[src/rtl/icl_pkg.sv]
package icl_pkg;

    // Inversion mode, also the two flag bits sent with the link word.
    typedef enum logic [1:0] {
        INV_NONE = 2'b00,
        INV_ODD  = 2'b01,
        INV_EVEN = 2'b10,
        INV_FULL = 2'b11
    } inv_mode_e;

    // Kind of transition an adjacent line pair makes.
    typedef enum logic [1:0] {
        PAIR_IDLE,      // neither line toggles
        PAIR_SINGLE,    // one line toggles
        PAIR_OPPOSED,   // both toggle, opposite directions
        PAIR_ALIGNED    // both toggle, same direction
    } pair_kind_e;

endpackage

[src/rtl/icl_gray_stage.sv]
module icl_gray_stage #(
    parameter int W = 8
) (
    input  logic         clk,
    input  logic         rst_n,
    input  logic         in_valid,
    input  logic [W-1:0] in_data,
    output logic         s1_valid,
    output logic [W-1:0] s1_gray
);

    logic [W-1:0] gray_next;

    assign gray_next = in_data ^ (in_data >> 1);

    always_ff @(posedge clk or negedge rst_n) begin
        if (!rst_n) begin
            s1_valid <= 1'b0;
            s1_gray  <= '0;
        end else begin
            s1_valid <= in_valid;
            if (in_valid) begin
                s1_gray <= gray_next;
            end
        end
    end

endmodule

[src/rtl/icl_pair_classifier.sv]
module icl_pair_classifier
    import icl_pkg::*;
#(
    parameter int W  = 8,
    parameter int CW = $clog2(W) + 1
) (
    input  logic [W-1:0]  prev_word,
    input  logic [W-1:0]  next_word,
    output logic [CW-1:0] cnt_aligned,
    output logic [CW-1:0] cnt_opposed,
    output logic [CW-1:0] cnt_even_only
);

    localparam int PAIRS = W - 1;

    logic [PAIRS-1:0] is_aligned;
    logic [PAIRS-1:0] is_opposed;
    logic [PAIRS-1:0] is_even_only;

    for (genvar p = 0; p < PAIRS; p++) begin : g_pair
        localparam int EV = (p % 2 == 0) ? p : p + 1;
        localparam int OD = (p % 2 == 0) ? p + 1 : p;

        logic       tog_even;
        logic       tog_odd;
        logic       old_equal;
        pair_kind_e kind;

        assign tog_even  = prev_word[EV] ^ next_word[EV];
        assign tog_odd   = prev_word[OD] ^ next_word[OD];
        assign old_equal = (prev_word[EV] == prev_word[OD]);

        always_comb begin
            unique case ({tog_even, tog_odd})
                2'b00:   kind = PAIR_IDLE;
                2'b01,
                2'b10:   kind = PAIR_SINGLE;
                default: kind = old_equal ? PAIR_ALIGNED : PAIR_OPPOSED;
            endcase
        end

        assign is_aligned[p]   = (kind == PAIR_ALIGNED);
        assign is_opposed[p]   = (kind == PAIR_OPPOSED);
        assign is_even_only[p] = (kind == PAIR_SINGLE) && tog_even;
    end

    always_comb begin
        cnt_aligned   = '0;
        cnt_opposed   = '0;
        cnt_even_only = '0;
        for (int p = 0; p < PAIRS; p++) begin
            cnt_aligned   = cnt_aligned   + CW'(is_aligned[p]);
            cnt_opposed   = cnt_opposed   + CW'(is_opposed[p]);
            cnt_even_only = cnt_even_only + CW'(is_even_only[p]);
        end
    end

endmodule

[src/rtl/icl_mode_select.sv]
module icl_mode_select
    import icl_pkg::*;
#(
    parameter int W  = 8,
    parameter int CW = $clog2(W) + 1
) (
    input  logic [CW-1:0] cnt_aligned,
    input  logic [CW-1:0] cnt_opposed,
    input  logic [CW-1:0] cnt_even_only,
    output inv_mode_e     mode,
    output logic [W-1:0]  mask
);

    localparam int PAIRS = W - 1;

    logic maj_aligned;
    logic maj_opposed;
    logic maj_even;

    assign maj_aligned = (int'(cnt_aligned)   * 2) > PAIRS;
    assign maj_opposed = (int'(cnt_opposed)   * 2) > PAIRS;
    assign maj_even    = (int'(cnt_even_only) * 2) > PAIRS;

    // Priority: full, then odd, then even, then none.
    always_comb begin
        casez ({maj_aligned, maj_opposed, maj_even})
            3'b1??:  mode = INV_FULL;
            3'b01?:  mode = INV_ODD;
            3'b001:  mode = INV_EVEN;
            default: mode = INV_NONE;
        endcase
    end

    for (genvar b = 0; b < W; b++) begin : g_mask
        if (b % 2 == 1) begin : g_odd_pos
            assign mask[b] = (mode == INV_FULL) || (mode == INV_ODD);
        end else begin : g_even_pos
            assign mask[b] = (mode == INV_FULL) || (mode == INV_EVEN);
        end
    end

endmodule

[src/rtl/icl_link_decoder.sv]
module icl_link_decoder
    import icl_pkg::*;
#(
    parameter int W = 8
) (
    input  logic         clk,
    input  logic         rst_n,
    input  logic         link_valid,
    input  logic [W-1:0] link_word,
    input  logic [1:0]   link_flag,
    output logic         out_valid,
    output logic [W-1:0] out_data
);

    logic [W-1:0] unmask;
    logic [W-1:0] gray_word;
    logic [W-1:0] bin_word;

    for (genvar b = 0; b < W; b++) begin : g_unmask
        if (b % 2 == 1) begin : g_odd_pos
            assign unmask[b] = (link_flag == INV_FULL) || (link_flag == INV_ODD);
        end else begin : g_even_pos
            assign unmask[b] = (link_flag == INV_FULL) || (link_flag == INV_EVEN);
        end
    end

    assign gray_word = link_word ^ unmask;

    always_comb begin
        bin_word[W-1] = gray_word[W-1];
        for (int i = W - 2; i >= 0; i--) begin
            bin_word[i] = bin_word[i+1] ^ gray_word[i];
        end
    end

    always_ff @(posedge clk or negedge rst_n) begin
        if (!rst_n) begin
            out_valid <= 1'b0;
            out_data  <= '0;
        end else begin
            out_valid <= link_valid;
            if (link_valid) begin
                out_data <= bin_word;
            end
        end
    end

endmodule

[src/rtl/icl_link_codec.sv]
module icl_link_codec
    import icl_pkg::*;
#(
    parameter int W = 8
) (
    input  logic         clk,
    input  logic         rst_n,
    input  logic         in_valid,
    input  logic [W-1:0] in_data,
    output logic         link_valid,
    output logic [W-1:0] link_word,
    output logic [1:0]   link_flag,
    output logic         out_valid,
    output logic [W-1:0] out_data
);

    localparam int CW = $clog2(W) + 1;

    logic          s1_valid;
    logic [W-1:0]  s1_gray;
    logic [CW-1:0] cnt_aligned;
    logic [CW-1:0] cnt_opposed;
    logic [CW-1:0] cnt_even_only;
    inv_mode_e     mode;
    logic [W-1:0]  mask;

    icl_gray_stage #(.W(W)) u_gray (
        .clk      (clk),
        .rst_n    (rst_n),
        .in_valid (in_valid),
        .in_data  (in_data),
        .s1_valid (s1_valid),
        .s1_gray  (s1_gray)
    );

    // The link register doubles as the comparison history.
    icl_pair_classifier #(.W(W), .CW(CW)) u_class (
        .prev_word     (link_word),
        .next_word     (s1_gray),
        .cnt_aligned   (cnt_aligned),
        .cnt_opposed   (cnt_opposed),
        .cnt_even_only (cnt_even_only)
    );

    icl_mode_select #(.W(W), .CW(CW)) u_sel (
        .cnt_aligned   (cnt_aligned),
        .cnt_opposed   (cnt_opposed),
        .cnt_even_only (cnt_even_only),
        .mode          (mode),
        .mask          (mask)
    );

    always_ff @(posedge clk or negedge rst_n) begin
        if (!rst_n) begin
            link_valid <= 1'b0;
            link_word  <= '0;
            link_flag  <= INV_NONE;
        end else begin
            link_valid <= s1_valid;
            if (s1_valid) begin
                link_word <= s1_gray ^ mask;
                link_flag <= mode;
            end
        end
    end

    icl_link_decoder #(.W(W)) u_dec (
        .clk        (clk),
        .rst_n      (rst_n),
        .link_valid (link_valid),
        .link_word  (link_word),
        .link_flag  (link_flag),
        .out_valid  (out_valid),
        .out_data   (out_data)
    );

endmodule

[config.mk]
export PLATFORM = sky130hd
export DESIGN_NAME = icl_link_codec
export DESIGN_NICKNAME = d
export VERILOG_FILES = /design/src/rtl/icl_pkg.sv /design/src/rtl/icl_gray_stage.sv /design/src/rtl/icl_pair_classifier.sv /design/src/rtl/icl_mode_select.sv /design/src/rtl/icl_link_decoder.sv /design/src/rtl/icl_link_codec.sv
export SDC_FILE = /design/constraint.sdc
export NUM_CORES = 1
export LEC_CHECK = 0
export BUFFER_PORTS_ARGS = -buffer_cell sky130_fd_sc_hd__buf_2
export CORE_MARGIN = 1.5
export CORE_UTILIZATION = 45
export CTS_CLUSTER_SIZE = 10
export DETAILED_ROUTE_END_ITERATION = 16
export GPL_TIMING_DRIVEN = 0
export PLACE_DENSITY = 0.65
export SLEW_MARGIN = 20
export SYNTH_ARGS = -nofsm -noshare
export SYNTH_HDL_FRONTEND = slang
export SYNTH_SLANG_ARGS = --single-unit
export TNS_END_PERCENT = 50
[constraint.sdc]
create_clock -name clk -period 4.9 [get_ports clk]
set_clock_uncertainty 0.05 [all_clocks]
set_input_delay 0.49 -clock clk [delete_from_list [all_inputs] [get_ports clk]]
set_output_delay 0.49 -clock clk [all_outputs]
set_load 0.03 [all_outputs]
==> flow_results.org, run 1 <==
** Drt
- DRC violation total after the first TritonRoute iteration :: 71
- After detailed routing, the average wire length per cell comes to approximately 14 um.
- DRT antenna net count :: 0
- For this run, design rule violations remaining after detail routing come to 0.
- The first detailed-routing pass ran for 4 iterations.
- The routed layout has about 1.6k vias.
- In the routed layout, each cell is associated on average with a via count of between 5 and 6.
- For this block, the routed nets add up to 4260 um of wire.

** Clock network
- Insertion delay of the later-clocked pin in the worst-skew pair :: roughly 0.28 ns
- CTS H-Tree Depth :: 2
- Clock tree synthesis found a total of 29 sinks.
- The number of gates resized after CTS was 0.
- In this run, post-CTS hold repair placed 0 buffers.
- TritonCTS clock tree :: yes
- Postcts setup bufs :: 0
- In this run the deepest clock path goes through 2 buffers.
- Root buffer selected by CTS :: clkbuf_8
- Buffers inserted during clock tree synthesis total 5.
- Clock-pin slew was measured on the worst setup and hold paths at around 0.060 ns.

** Setup path
- The critical path in this run is classified as flop to flop.
- Startpoint kind of the worst setup timing path :: flop
- Most common cell on crit path :: ha_1
- For flop-to-flop paths, the worst setup slack is around 0.84 ns.
- Along the worst path, the maximum fanout reaches 10.
- Critical Path AT :: between 4 and 5 ns
- Measured in cells, the most critical reg-to-reg path has a length of 15.
- WP data required :: ~5 ns
- STA classifies the critical path endpoint as a flop.
- The startpoint identified for the worst register-to-register timing path is link_word[1].
- Slowest stage cell on the critical path :: fa_1
- For this run, the slowest stage of the critical path takes around 0.50 ns.
- In this run the critical register-to-register path is captured at link_word[5].
- CP Cell Sequence :: clkbuf_1 > xor2_1 > ha_1 > and2_1 > ha_1 > inv_1 > fa_1 > fa_1 > inv_1 > ha_1 > and3b_1 > a211o_1 > buf_6 > or3_1 > a31o_1

** Global route
- After global routing the overflow that remains totals 0.
- The first global-routing pass estimated 7450 um of wire.
- Maximum number of pins on one net before global-route repair :: 30
- Number of antenna violations at the first check in global routing :: 0
- In the global route stage, overall resource usage came out at 0.184.
- Number of global-route vias before repair :: 1572

** Synth
- In this run, distinct cell masters in the synthesized netlist total 32.
- Area share of fa/ha/maj cells after synthesis :: 0.190
- The fraction of the mapped netlist area in compound gates is 0.115.
- Of the total synthesized cell area, the portion taken by AND, OR, NAND and NOR gates is 0.135.
- Avg Cell Area, Syn :: slightly below 10 um2
- Of the total synthesized cell area, the portion taken by XOR and XNOR cells is 0.157.
- After technology mapping, the gate count stands at between 200 and 250.
- The portion of synthesized area spent on multiplexers is 0.00525.
- Summing every instance area after synthesis gives around 2100 um2.
- Async set-reset flop share out of synthesis :: 1.00
- Proportion of synthesized chip area in sequential cells :: 0.338
- Counting flops and latches in the post-synthesis netlist gives 29.
- Main combinational cell family by area after synthesis :: adder cells
- The number of nets handed over by synthesis was approximately 260.
- Number of enable-type register cells in the synthesized netlist :: 0
- For this run, the number of Yosys warnings is 0.
- For this run, the leading register cell type out of synthesis is dfrtp_1.

** Cells and area
- Final antenna diode count :: 0
- Register area :: a little over 700 um2
- At the end of the flow the core is filled with cells to 0.547.
- Count of fill cells added during filler insertion :: roughly 430
- In the final layout, the multi-input gates occupy 1290 um2.
- From synthesis to final layout, the design area changed by 14.1%.
- The final layout contains 299 nets.
- Ratio of cells with drive above 1 in the final layout :: 0.178

** Die
- The die covers 5190 um2.
- Top Ports :: 31
- Initial Util :: 0.479
- The total area inside the core boundary comes to between 4000 and 5000 um2.
- Die extent in y :: 72.0 um
- The floorplan has 24 rows.
- Overall die width :: around 70 um

** Run
- Number of violations of the max-capacitance limit :: 0

** Status
- The run finished with clean final reports.

** Worst hold path
- The worst hold path belongs to the class input pin to asynchronous set/reset pin.

** STA
- Time the worst path needs with I/O delays and setup :: 4.06 ns
- Final Setup Violations :: 0
- Normalized max-slew margin :: 0.537
- Ratio of final minimum period to clock period :: 0.828
- Max-slew violation count :: 0
- For the pin with the worst max-slew slack, the measured transition is between 0.6 and 0.7 ns.
- In the final timing run, aggregate negative setup slack is 0 ns.
- Setup repair after global routing left no endpoint under its margin.
- Derived from the worst setup path, the maximum achievable clock frequency is between 200 and 250 MHz.
- Fin. Hold Viols :: 0

** Placement
- Number of input and output port buffers inserted :: 30
- Detailed placement ended at an HPWL of about 3300 um.
- The congestion estimate from routability-driven global placement came to about 0.83.
[cells in the mapped netlist, drive strengths merged (5+ instances only)]
library cell | instances | area (um2)
xor2 | 9 | 78.8
buf | 5 | 36.3
dfrtp | 29 | 726
nor2b | 14 | 87.6
nand3 | 8 | 40.0
clkbuf | 7 | 26.3
ha | 23 | 288
o21ai | 5 | 25.0
inv | 17 | 63.8
a21oi | 21 | 105
fa | 6 | 120
nor2 | 19 | 71.3
nand2 | 7 | 26.3
xnor2 | 26 | 235
[cell families after synthesis]
kind of cell	after synthesis
simple gates	58
compound gates	40
xor+xnor	36
buf+inv	29
fa+ha+maj	29
flops	29
mux	1
[cells in the final DEF (no fill, tap or decap), types with 2 or more instances in the layout]
cell type | synthesis | final
buf_2 | 2 | 32
dfrtp_1 | 29 | 29
xnor2_1 | 25 | 25
ha_1 | 23 | 23
a21oi_1 | 21 | 21
nor2_1 | 19 | 19
inv_1 | 17 | 17
nor2b_1 | 14 | 14
xor2_1 | 9 | 9
clkbuf_1 | 7 | 8
nand3_1 | 8 | 8
nand2_1 | 7 | 7
fa_1 | 6 | 6
clkbuf_8 | 0 | 6
o21ai_0 | 5 | 5
o2111ai_1 | 4 | 4
or3_1 | 4 | 4
nand2b_1 | 3 | 3
a31o_2 | 3 | 3
buf_4 | 2 | 2
and2_1 | 2 | 2
[critical path, delay by kind of cell, from the launching register on]
| kind | cells | cell delay (ns) |
|---|---|---|
| adder cells (fa/ha/maj) | 5 | 1.63 |
| buffers and inverters | 4 | 0.57 |
| flip-flops | 1 | 0.34 |
| AO/OA/AOI/OAI | 2 | 0.56 |
| XOR/XNOR | 1 | 0.17 |
| AND/OR/NAND/NOR | 3 | 0.63 |
[routing by layer]
metal	up-vias	track usage	routed length, um	part of all wire
met3	2	0.0375	177	0.042
met4	0	0.0314	19	0.0045
met5	-	0	0	0
met2	36	0.312	2040	0.48
li1	799	-	-	-
met1	766	0.248	2020	0.47
[cell type report]
| class | count | share of cell area |
|---|---|---|
| Multi-Input combinational cell | 164 | 0.528 |
| Sequential cell | 29 | 0.297 |
| Timing Repair Buffer | 30 | 0.0614 |
| Clock buffer | 7 | 0.0353 |
| Tap cell | 52 | 0.0266 |
| Inverter | 17 | 0.0261 |
| Buffer | 12 | 0.0256 |
[registers in the layout, summed over array words and instances (netlist names)]
register and cells:
link_flag 2, link_valid 1, link_word 8, u_dec.out_data 8
u_dec.out_valid 1, u_gray.s1_gray 8, u_gray.s1_valid 1
[through the flow]
stage | setup slack, ns | cell area, um2 | instances | hold slack (ns)
5_1_grt | 0.606 | 2450 | 311 | 0.241
3_5_place_dp | 0.810 | 2360 | 304 | 0.340
6_report | 0.844 | 2450 | 311 | 0.198
3_3_place_gp | 0.849 | 2360 | 304 | 0.327
2_1_floorplan | 0.896 | 2140 | 222 | 0.144
4_1_cts | 0.809 | 2450 | 311 | 0.211
[worst max path at each step]
stage | startpoint | endpoint | slack (ns)
after global routing | link_word[2] | link_word[4] | 0.61
after CTS | link_word[1] | link_word[5] | 0.81
after detailed placement | link_word[1] | link_word[5] | 0.81
after global placement | link_word[1] | link_word[5] | 0.85
final | link_word[1] | link_word[5] | 0.84
after floorplan | link_word[1] | link_word[5] | 0.90
Power of run 1 is left out: the tool's default activity adds up to more than one toggle a clock period on the data nets, which glitch-free logic cannot reach.
==> run 2: changes to the inputs <==
ABC_AREA = 1   (was default)
PLACE_DENSITY = 0.68   (was 0.65)
clock period = 3.72 ns   (was 4.9 ns; I/O delays follow)
==> run 2 against run 1 <==
Core utilization rose by 1.3 points. Worst setup slack worse by 0.68 ns. Maximum frequency up 14%. Largest cell class unchanged.
==> flow_results.org, run 2 <==
** Synth
- Area share of the largest cell type after synthesis :: 0.327 (-0.0109)
- Among all cell types in the netlist, the one instantiated most often is nand2_1.
- The portion of the post-synthesis area used by sequential elements was 0.327 (-0.0109).
- Netlist Area Pre-Place :: 2220 um2 (+3.3%)
- Distinct cell type count of the synthesized netlist :: 25 (-22%)
- The number of synthesized flops with an enable pin is 0 (unchanged).
- In the synthesized netlist the dominant register cell turns out to be dfrtp_1.
- Gate count of the mapped netlist :: 262 (+18%)
- Biggest area consumer among synthesized cells :: dfrtp_1
- Async set-reset flop share out of synthesis :: 1.00 (unchanged)
- The mean area per synthesized cell came to 8.46 um2 (-12%).
- Number of flip-flops and latches in the synthesized netlist :: 29 (unchanged)
- Counting instances in the post-synthesis netlist gives the leading cell types as nand2_1, inv_1, dfrtp_1, ha_1, nand3_1.
- In the post-synthesis netlist, the biggest area contributors are dfrtp_1, ha_1, nand2_1.
- The number of synthesis warnings is 0 (unchanged).
- The post-synthesis net count was 302 (+15%).

** Global route
- The number of global-route vias before repair was 1648 (+4.8%).
- Met2 Usage GRT :: 0.307 (-0.00466)
- The fraction of met3 tracks used by global routing is 0.0373 (-0.000207).
- Maximum number of pins on one net before global-route repair :: 30 (unchanged)
- Global-route wire length before repair :: 7310 um (-1.9%)
- Met1 Use GR :: 0.231 (-0.0172)
- The initial antenna violation count came to 0 (unchanged).
- The total congestion overflow came to 0 (unchanged).
- All-Layer GR Usage :: 0.179 (-0.00503)
- In this run the most used layer during global routing was met2.

** Worst hold path
- The worst hold path belongs to the class input pin to asynchronous set/reset pin.

** Clock network
- TritonCTS sink count :: 29 (unchanged)
- CTS Buf Count :: 5 (unchanged)
- Clock transition at the registers of the reported paths :: 0.06 ns (about the same)
- Maximum count of clock buffers along a single path :: 2 (unchanged)
- Insertion delay of the later-clocked pin in the worst-skew pair :: 0.27 ns (about the same)
- The maximum level of the CTS H-tree is 2 (unchanged).
- TritonCTS clock tree :: yes
- The tree is rooted in a clkbuf_8.

** Drt
- DRT antenna net count :: 0 (unchanged)
- The total via count after detailed routing was 1739 (+8.5%).
- Vias per inst :: 4.70 (-8.8%)
- Post-DR wirelength/cell :: 12.0 um (-13%)
- Final wirelength :: 4430 um (+4.1%)
- DRC violation total after the first TritonRoute iteration :: 75 (+5.6%)
- The detailed-route DRC error count came to 0 (unchanged).
- The total iterations of the first detailed-routing run was 4 (unchanged).

** Placement
- Number of input and output port buffers inserted :: 30 (unchanged)
- The final estimated routing congestion in global placement came to 0.787 (-5.0%).
- The post-detailed-placement half-perimeter wirelength is 3390 um (+3.0%).

** Die
- Die ar. :: 5350 um2 (+3.2%)
- The height of the die came to 73.2 um (+1.6%).
- Overall die width :: 73.2 um (+1.6%)
- The I/O pin count came to 31 (unchanged).
- Placeable core region :: 4720 um2 (+5.6%)
- The starting density of the core was 0.469 (-0.0102).
- Number of rows created at floorplan :: 25 (+4.2%)

** Setup path
- CP Cell Sequence :: buf_6 > xnor2_4 > inv_2 > ha_1 > inv_1 > nor2_1 > ha_1 > inv_2 > fa_1 > fa_2 > inv_1 > ha_1 > nand3b_1 > nor2_2 > nor3_4 > clkbuf_16 > nand3b_1 > nand3_1 > o21ai_1
- Worst Setup Path Type :: flop to flop
- Nature of the critical path endpoint :: flop
- Buf+Inv Stages, Crit Path :: 6 (+2)
- The instance count on the critical path is 19 (+4).
- Slowest stage cell on the critical path :: fa_1
- The delay contributed by the slowest stage of the critical path came to 0.47 ns (-0.03 ns).
- The logic depth of the worst register-to-register path came to 19 (+4).
- The worst path required time was 3.83 ns (-1.19 ns).
- The startpoint identified for the worst register-to-register timing path is link_word[1].
- The worst setup path is launched from a flop.
- The cell family contributing the most delay on the critical path is adder cells.
- The cell that appears most often on the critical path is ha_1.
- Critical Path AT :: 3.66 ns (-0.52 ns)
- The largest fanout of any net on the critical path came to 5 (-5).
- Worst setup path startpoint :: link_word[1]

** STA
- The hold slack came to 0.0629 ns (-0.135 ns).
- Normalized max-slew margin :: 0.586 (+0.0493)
- Time the worst path needs with I/O delays and setup :: 3.55 ns (-0.502 ns)
- Unrepaired setup endpoints after global routing :: no
- Worst Tran Pin Value :: 0.621 ns (-0.0698 ns)
- The final setup violation count came to 0 (unchanged).
- Highest Clock Rate :: 281 MHz (+14%)
- The number of endpoints with negative hold slack in the final report came to 0 (unchanged).
- The post-route fraction of the period consumed by the critical path came to 0.955 (+0.128).
- Max-slew violation count :: 0 (unchanged)

** Power
- Of the total power, the clock network draws 0.112.
- Cell area power density :: 873 nW/um2
- Across the VDD grid, the largest voltage drop is 0.293 mV.
- In this run the static leakage power is approximately 0.0014 uW.
- Of the total power, combinational logic draws 0.660.
- Summing internal, switching and leakage power gives 2310 uW.
- The share of total power dissipated in sequential elements is 0.229.
- Sw Ratio :: 0.495
- The internal power of the cells totals around 1200 uW.
- Switching component of the power :: roughly 1100 uW

** Run
- Number of violations of the max-capacitance limit :: 0 (unchanged)

** Cells and area
- Registers with the highest flip-flop counts :: link_word x8, u_dec.out_data x8, u_gray.s1_gray x8
- Ratio of cells with drive above 1 in the final layout :: 0.215 (+0.0369)
- Leaving out fill and tap cells, the most frequent cells in the layout are nand2_1, buf_2, inv_1.
- Compared with the post-synthesis result, the final layout area differs by 19.2%.
- The count of antenna diodes in the layout is 0 (unchanged).
- Number of nets in the layout :: 343 (+15%)
- The library cell used most frequently in the layout, excluding fill and tap cells, is nand2_1.

** Status
- The flow ran to the end, and the final reports show no timing, DRC or antenna violations.
## run 2: changes by cell type in the layout (fill, tap and decap cells not counted), moves of 4 or more
cell	before	now
nand2_1	7	62
a21oi_1	21	0
inv_1	17	32
nor2b_1	14	0
nand3_1	8	21
nor2_1	19	10
o21ai_0	5	13
nand3b_1	0	6
o21ai_1	0	6
xnor2_1	25	19
clkbuf_1	8	4
o2111ai_1	4	0
or3_1	4	0
## run 2: area by class of cell
type / count / area [um2]
plain buffers: 9 / 62.6
clock buffers: 7 / 86.3
fillers: 440 / 2080
inverters: 35 / 131
multi-input cells: 188 / 1330
flip-flops and latches: 29 / 728
well taps: 67 / 83.8
repair buffers: 35 / 218
## run 2: metrics by stage
| stage | TNS [ns] | cell area, um2 | std cells | worst slack [ns] | utilization |
|---|---|---|---|---|---|
| after global placement | -1.23 | 2450 | 359 | -0.165 | 0.519 |
| final | 0 | 2640 | 370 | 0.166 | 0.559 |
| after floorplan | 0 | 2220 | 262 | 0.0362 | - |
| after detailed placement | -1.54 | 2450 | 359 | -0.192 | 0.519 |
| after CTS | 0 | 2570 | 367 | 0.00678 | 0.544 |
| after global routing | 0 | 2640 | 370 | 0.00233 | 0.559 |
## run 2: path summary, 6_finish.rpt
check / to / slack (ns)
setup / recovery: link_word[4] / 0.17
hold / removal: u_dec.out_data[5] / 0.06
setup reg to reg: link_word[4] / 0.17
hold reg to reg: link_valid / 0.38
max in group asynchronous: link_word[2] / 3.11
min in group clk: u_gray.s1_valid / 0.20
## run 2: cells by family after synthesis
group / share of synthesized area
compound gates: 0.0711
fa+ha+maj: 0.184
buf+inv: 0.0858
simple gates: 0.213
xor+xnor: 0.118
flops: 0.328
## run 2: metal layers
layer	vias up	share of wire	wire length [um]
li1	895	-	-
met1	805	0.47	2070
met2	37	0.50	2200
met3	2	0.035	154
met4	0	0.0016	7
met5	-	0	0
## run 2: power by group through the flow
stage	combinational (uW)	clock, uW	sequential [uW]
detailed placement	1450	0	514
CTS	1460	263	522
finish	1520	258	527
floorplan	964	0	674
global route	1730	278	542
global placement	1420	0	509
## run 2: worst reg2reg max path, cell delays in order (launching register included)
cell and delay, ns:
dfrtp_1 0.38, buf_6 0.15, xnor2_4 0.17, inv_2 0.05, ha_1 0.18, inv_1 0.06
nor2_1 0.05, ha_1 0.27, inv_2 0.04, fa_1 0.47, fa_2 0.39, inv_1 0.06
ha_1 0.23, nand3b_1 0.12, nor2_2 0.07, nor3_4 0.27, clkbuf_16 0.21, nand3b_1 0.08
nand3_1 0.09, o21ai_1 0.06
## run 2: timing repair
item	CTS	global route
resized for setup	1	13
hold buffers	0	0
pin swaps	3	6
buffers inserted	2	2
cloned	0	1
setup endpoints to repair	10	10
Power figures use the tool's default switching activity.
==> run 3: changes to the inputs <==
PLACE_DENSITY = 0.72   (was 0.68)
==> run 3 against run 2 <==
Sequential share of layout area is 0.060 points higher. Global-route usage grew 0.39 points. Sequential cell count is the same. Non-clock buffer count did not move. Die area unchanged. Critical path type unchanged. Routed wire length decreased by 0.52%. Critical endpoint is now link_word[0]. Register-to-register slack gained 0.04 ns. Via count is 1.3% lower. Largest cell class unchanged. Sequential power hardly changed.
==> flow_results.org, run 3 (synthesis results as in run 2) <==
** Status
- The run finished with clean final reports.

** Cells and area
- Most frequent cells in the layout :: nand2_1, inv_1, buf_2
- Synthesis-to-layout area growth :: 19.1% (about the same)
- Number of nets in the layout :: 343 (unchanged)
- Ratio of cells with drive above 1 in the final layout :: 0.220 (+0.00587)
- Final antenna diode count :: 0 (unchanged)
- Registers with the highest flip-flop counts :: link_word x8, u_dec.out_data x8, u_gray.s1_gray x8
- Leading cell type in the layout, fill and taps excluded :: nand2_1
- Layout Cell Area excl Fill :: 2640 um2 (about the same)
- Non-filler cells in the finished layout :: 371 (+0.27%)
- The utilization after layout is 0.559 (about the same).

** Worst hold path
- In this run the worst hold path is classified as input pin to asynchronous set/reset pin.

** STA
- The final setup violation count was 0 (unchanged).
- Worst Tran Pin Value :: 0.640 ns (+0.0189 ns)
- Ratio of final minimum period to clock period :: 0.944 (-0.0117)
- Normalized max-slew margin :: 0.573 (-0.0126)
- Time the worst path needs with I/O delays and setup :: 3.51 ns (-0.0437 ns)
- Max-slew violation count :: 0 (unchanged)
- The maximum frequency from static timing analysis was 285 MHz (+1.2%).
- Worst setup slack after layout :: 0.209 ns (+0.0437 ns)
- Worst hold slack :: 0.0581 ns (-0.00480 ns)
- Fin. Hold Viols :: 0 (unchanged)

** Setup path
- The data arrival time of the critical path was 3.63 ns (-0.03 ns).
- The worst setup path is launched from a flop.
- Most common cell on crit path :: ha_1
- On the critical path, the stage with the largest delay is an instance of fa_1.
- Maximum net fanout on the critical path :: 10 (+5)
- In this design, the largest share of critical-path delay is due to adder cells.
- Buf+Inv Stages, Crit Path :: 6 (unchanged)
- Nature of the critical path endpoint :: flop
- Worst Setup Path Type :: flop to flop
- The slack of the worst reg-to-reg path came to 0.21 ns (+0.04 ns).
- The delay contributed by the slowest stage of the critical path was 0.44 ns (-0.03 ns).
- Walking the worst path, the cells encountered are buf_6 > xnor2_4 > inv_2 > ha_1 > inv_2 > nor2_1 > ha_1 > inv_1 > fa_1 > fa_1 > inv_1 > ha_1 > nand3b_1 > nor2_2 > nor3_4 > buf_12 > nand3b_1 > nand3_1 > nand2_1.
- The worst register-to-register path ends at link_word[0].
- The startpoint identified for the worst register-to-register timing path is link_word[1].
- The logic depth of the worst register-to-register path is 19 (unchanged).
- The worst path required time came to 3.84 ns (about the same).

** Die
- The number of standard-cell rows in the floorplan was 25 (unchanged).
- The starting density of the core came to 0.469 (unchanged).
- The horizontal extent of the die came to 73.2 um (unchanged).
- Placeable core region :: 4720 um2 (unchanged)
- The I/O pin count is 31 (unchanged).
- The total die area is 5350 um2 (unchanged).
- The height of the die came to 73.2 um (unchanged).

** Clock network
- The number of sinks handled by clock tree synthesis came to 29 (unchanged).
- TritonCTS built the clock tree.
- The cell sitting at the root of the clock tree is a clkbuf_8.
- CTS Buf Count :: 5 (unchanged)
- The clock-pin transition on the worst setup and hold timing paths came to 0.06 ns (about the same).
- The later-pin clock latency in the skew report is 0.28 ns (about the same).
- CTS H-Tree Depth :: 2 (unchanged)
- The maximum root-to-sink buffer count came to 2 (unchanged).
- The number of buffers added to fix hold violations after cts came to 0 (unchanged).

** Placement
- The total placed cells including tap cells was 359 (unchanged).
- The pre-CTS worst setup slack is -0.276 ns (-0.0838 ns).
- The placed instance area is 2450 um2 (unchanged).
- The final estimated routing congestion in global placement is 0.791 (+0.55%).
- The post-detailed-placement half-perimeter wirelength came to 3430 um (+1.2%).
- The count of input and output buffers was 30 (unchanged).

** Drt
- DRT antenna net count :: 0 (unchanged)
- The total length of routed wires came to 4410 um (-0.52%).
- Detailed-router iteration count before antenna repair :: 4 (unchanged)
- The total via count after detailed routing is 1716 (-1.3%).
- DRC :: 0 (unchanged)
- The final routed wire length divided by cell count came to 11.9 um (-0.79%).
- Vias per inst :: 4.63 (-1.6%)
- The number of DRC violations after detailed-routing iteration 0 came to 86 (+15%).

** Global route
- The overall routing resource usage came to 0.183 (+0.00386).
- Maximum number of pins on one net before global-route repair :: 30 (unchanged)
- Grt ovf :: 0 (unchanged)
- The initial antenna violation count came to 0 (unchanged).
- The number of global-route vias before repair was 1648 (unchanged).
- The global-route wire length before repair came to 7330 um (+0.37%).

** Power
- Cell area power density :: 876 nW/um2 (+0.33%)
- Leakage :: 0.00138 uW (+0.14%)
- Worst voltage drop across the vdd grid :: 0.342 mV (+17%)

** Run
- Number of violations of the max-capacitance limit :: 0 (unchanged)
[run 3: area by class of cell]
cell class | instances | area (um2)
repair buffers | 35 | 200
clock inverters | 1 | 5.00
flip-flops and latches | 29 | 729
plain buffers | 9 | 62.6
fillers | 450 | 2080
well taps | 67 | 83.8
multi-input cells | 188 | 1330
clock buffers | 7 | 96.3
inverters | 35 | 131
[run 3: worst max-delay path by stage]
stage / slack, ns / endpoint / from / cells after the start
floorplan: 0.04 / link_word[4] / link_word[1] / 20
global placement: -0.20 / link_word[2] / link_word[1] / 20
detailed placement: -0.28 / link_word[2] / link_word[1] / 20
CTS: 0.0003 / link_word[4] / link_word[1] / 20
global route: -0.003 / link_word[6] / link_word[1] / 20
finish: 0.21 / link_word[0] / link_word[1] / 19
[run 3: per-layer routing]
metal,share of wire,track usage
met3,0.043,0.0525
met1,0.45,0.221
met4,0.016,0.0440
met2,0.49,0.318
met5,0,0
[run 3: what timing repair did]
action                                  CTS  global route
hold endpoints to repair                  0             0
setup buffers                             2             3
endpoints found under the setup margin   10            10
pin swaps                                 2            10
resized for setup                         2            12
[run 3: stage by stage]
step / setup TNS, ns / power, uW
floorplan: 0 / 1640
global placement: -1.67 / 1920
detailed placement: -2.36 / 1980
CTS: 0 / 2290
global route: -0.00317 / 2550
finish: 0 / 2310
[run 3: report_power, final]
part           leakage [uW]  internal [uW]  switching [uW]  total [uW]
Combinational      0.000975            587             915        1500
Clock             0.0000542            167             120         287
Sequential         0.000349            419             104         524
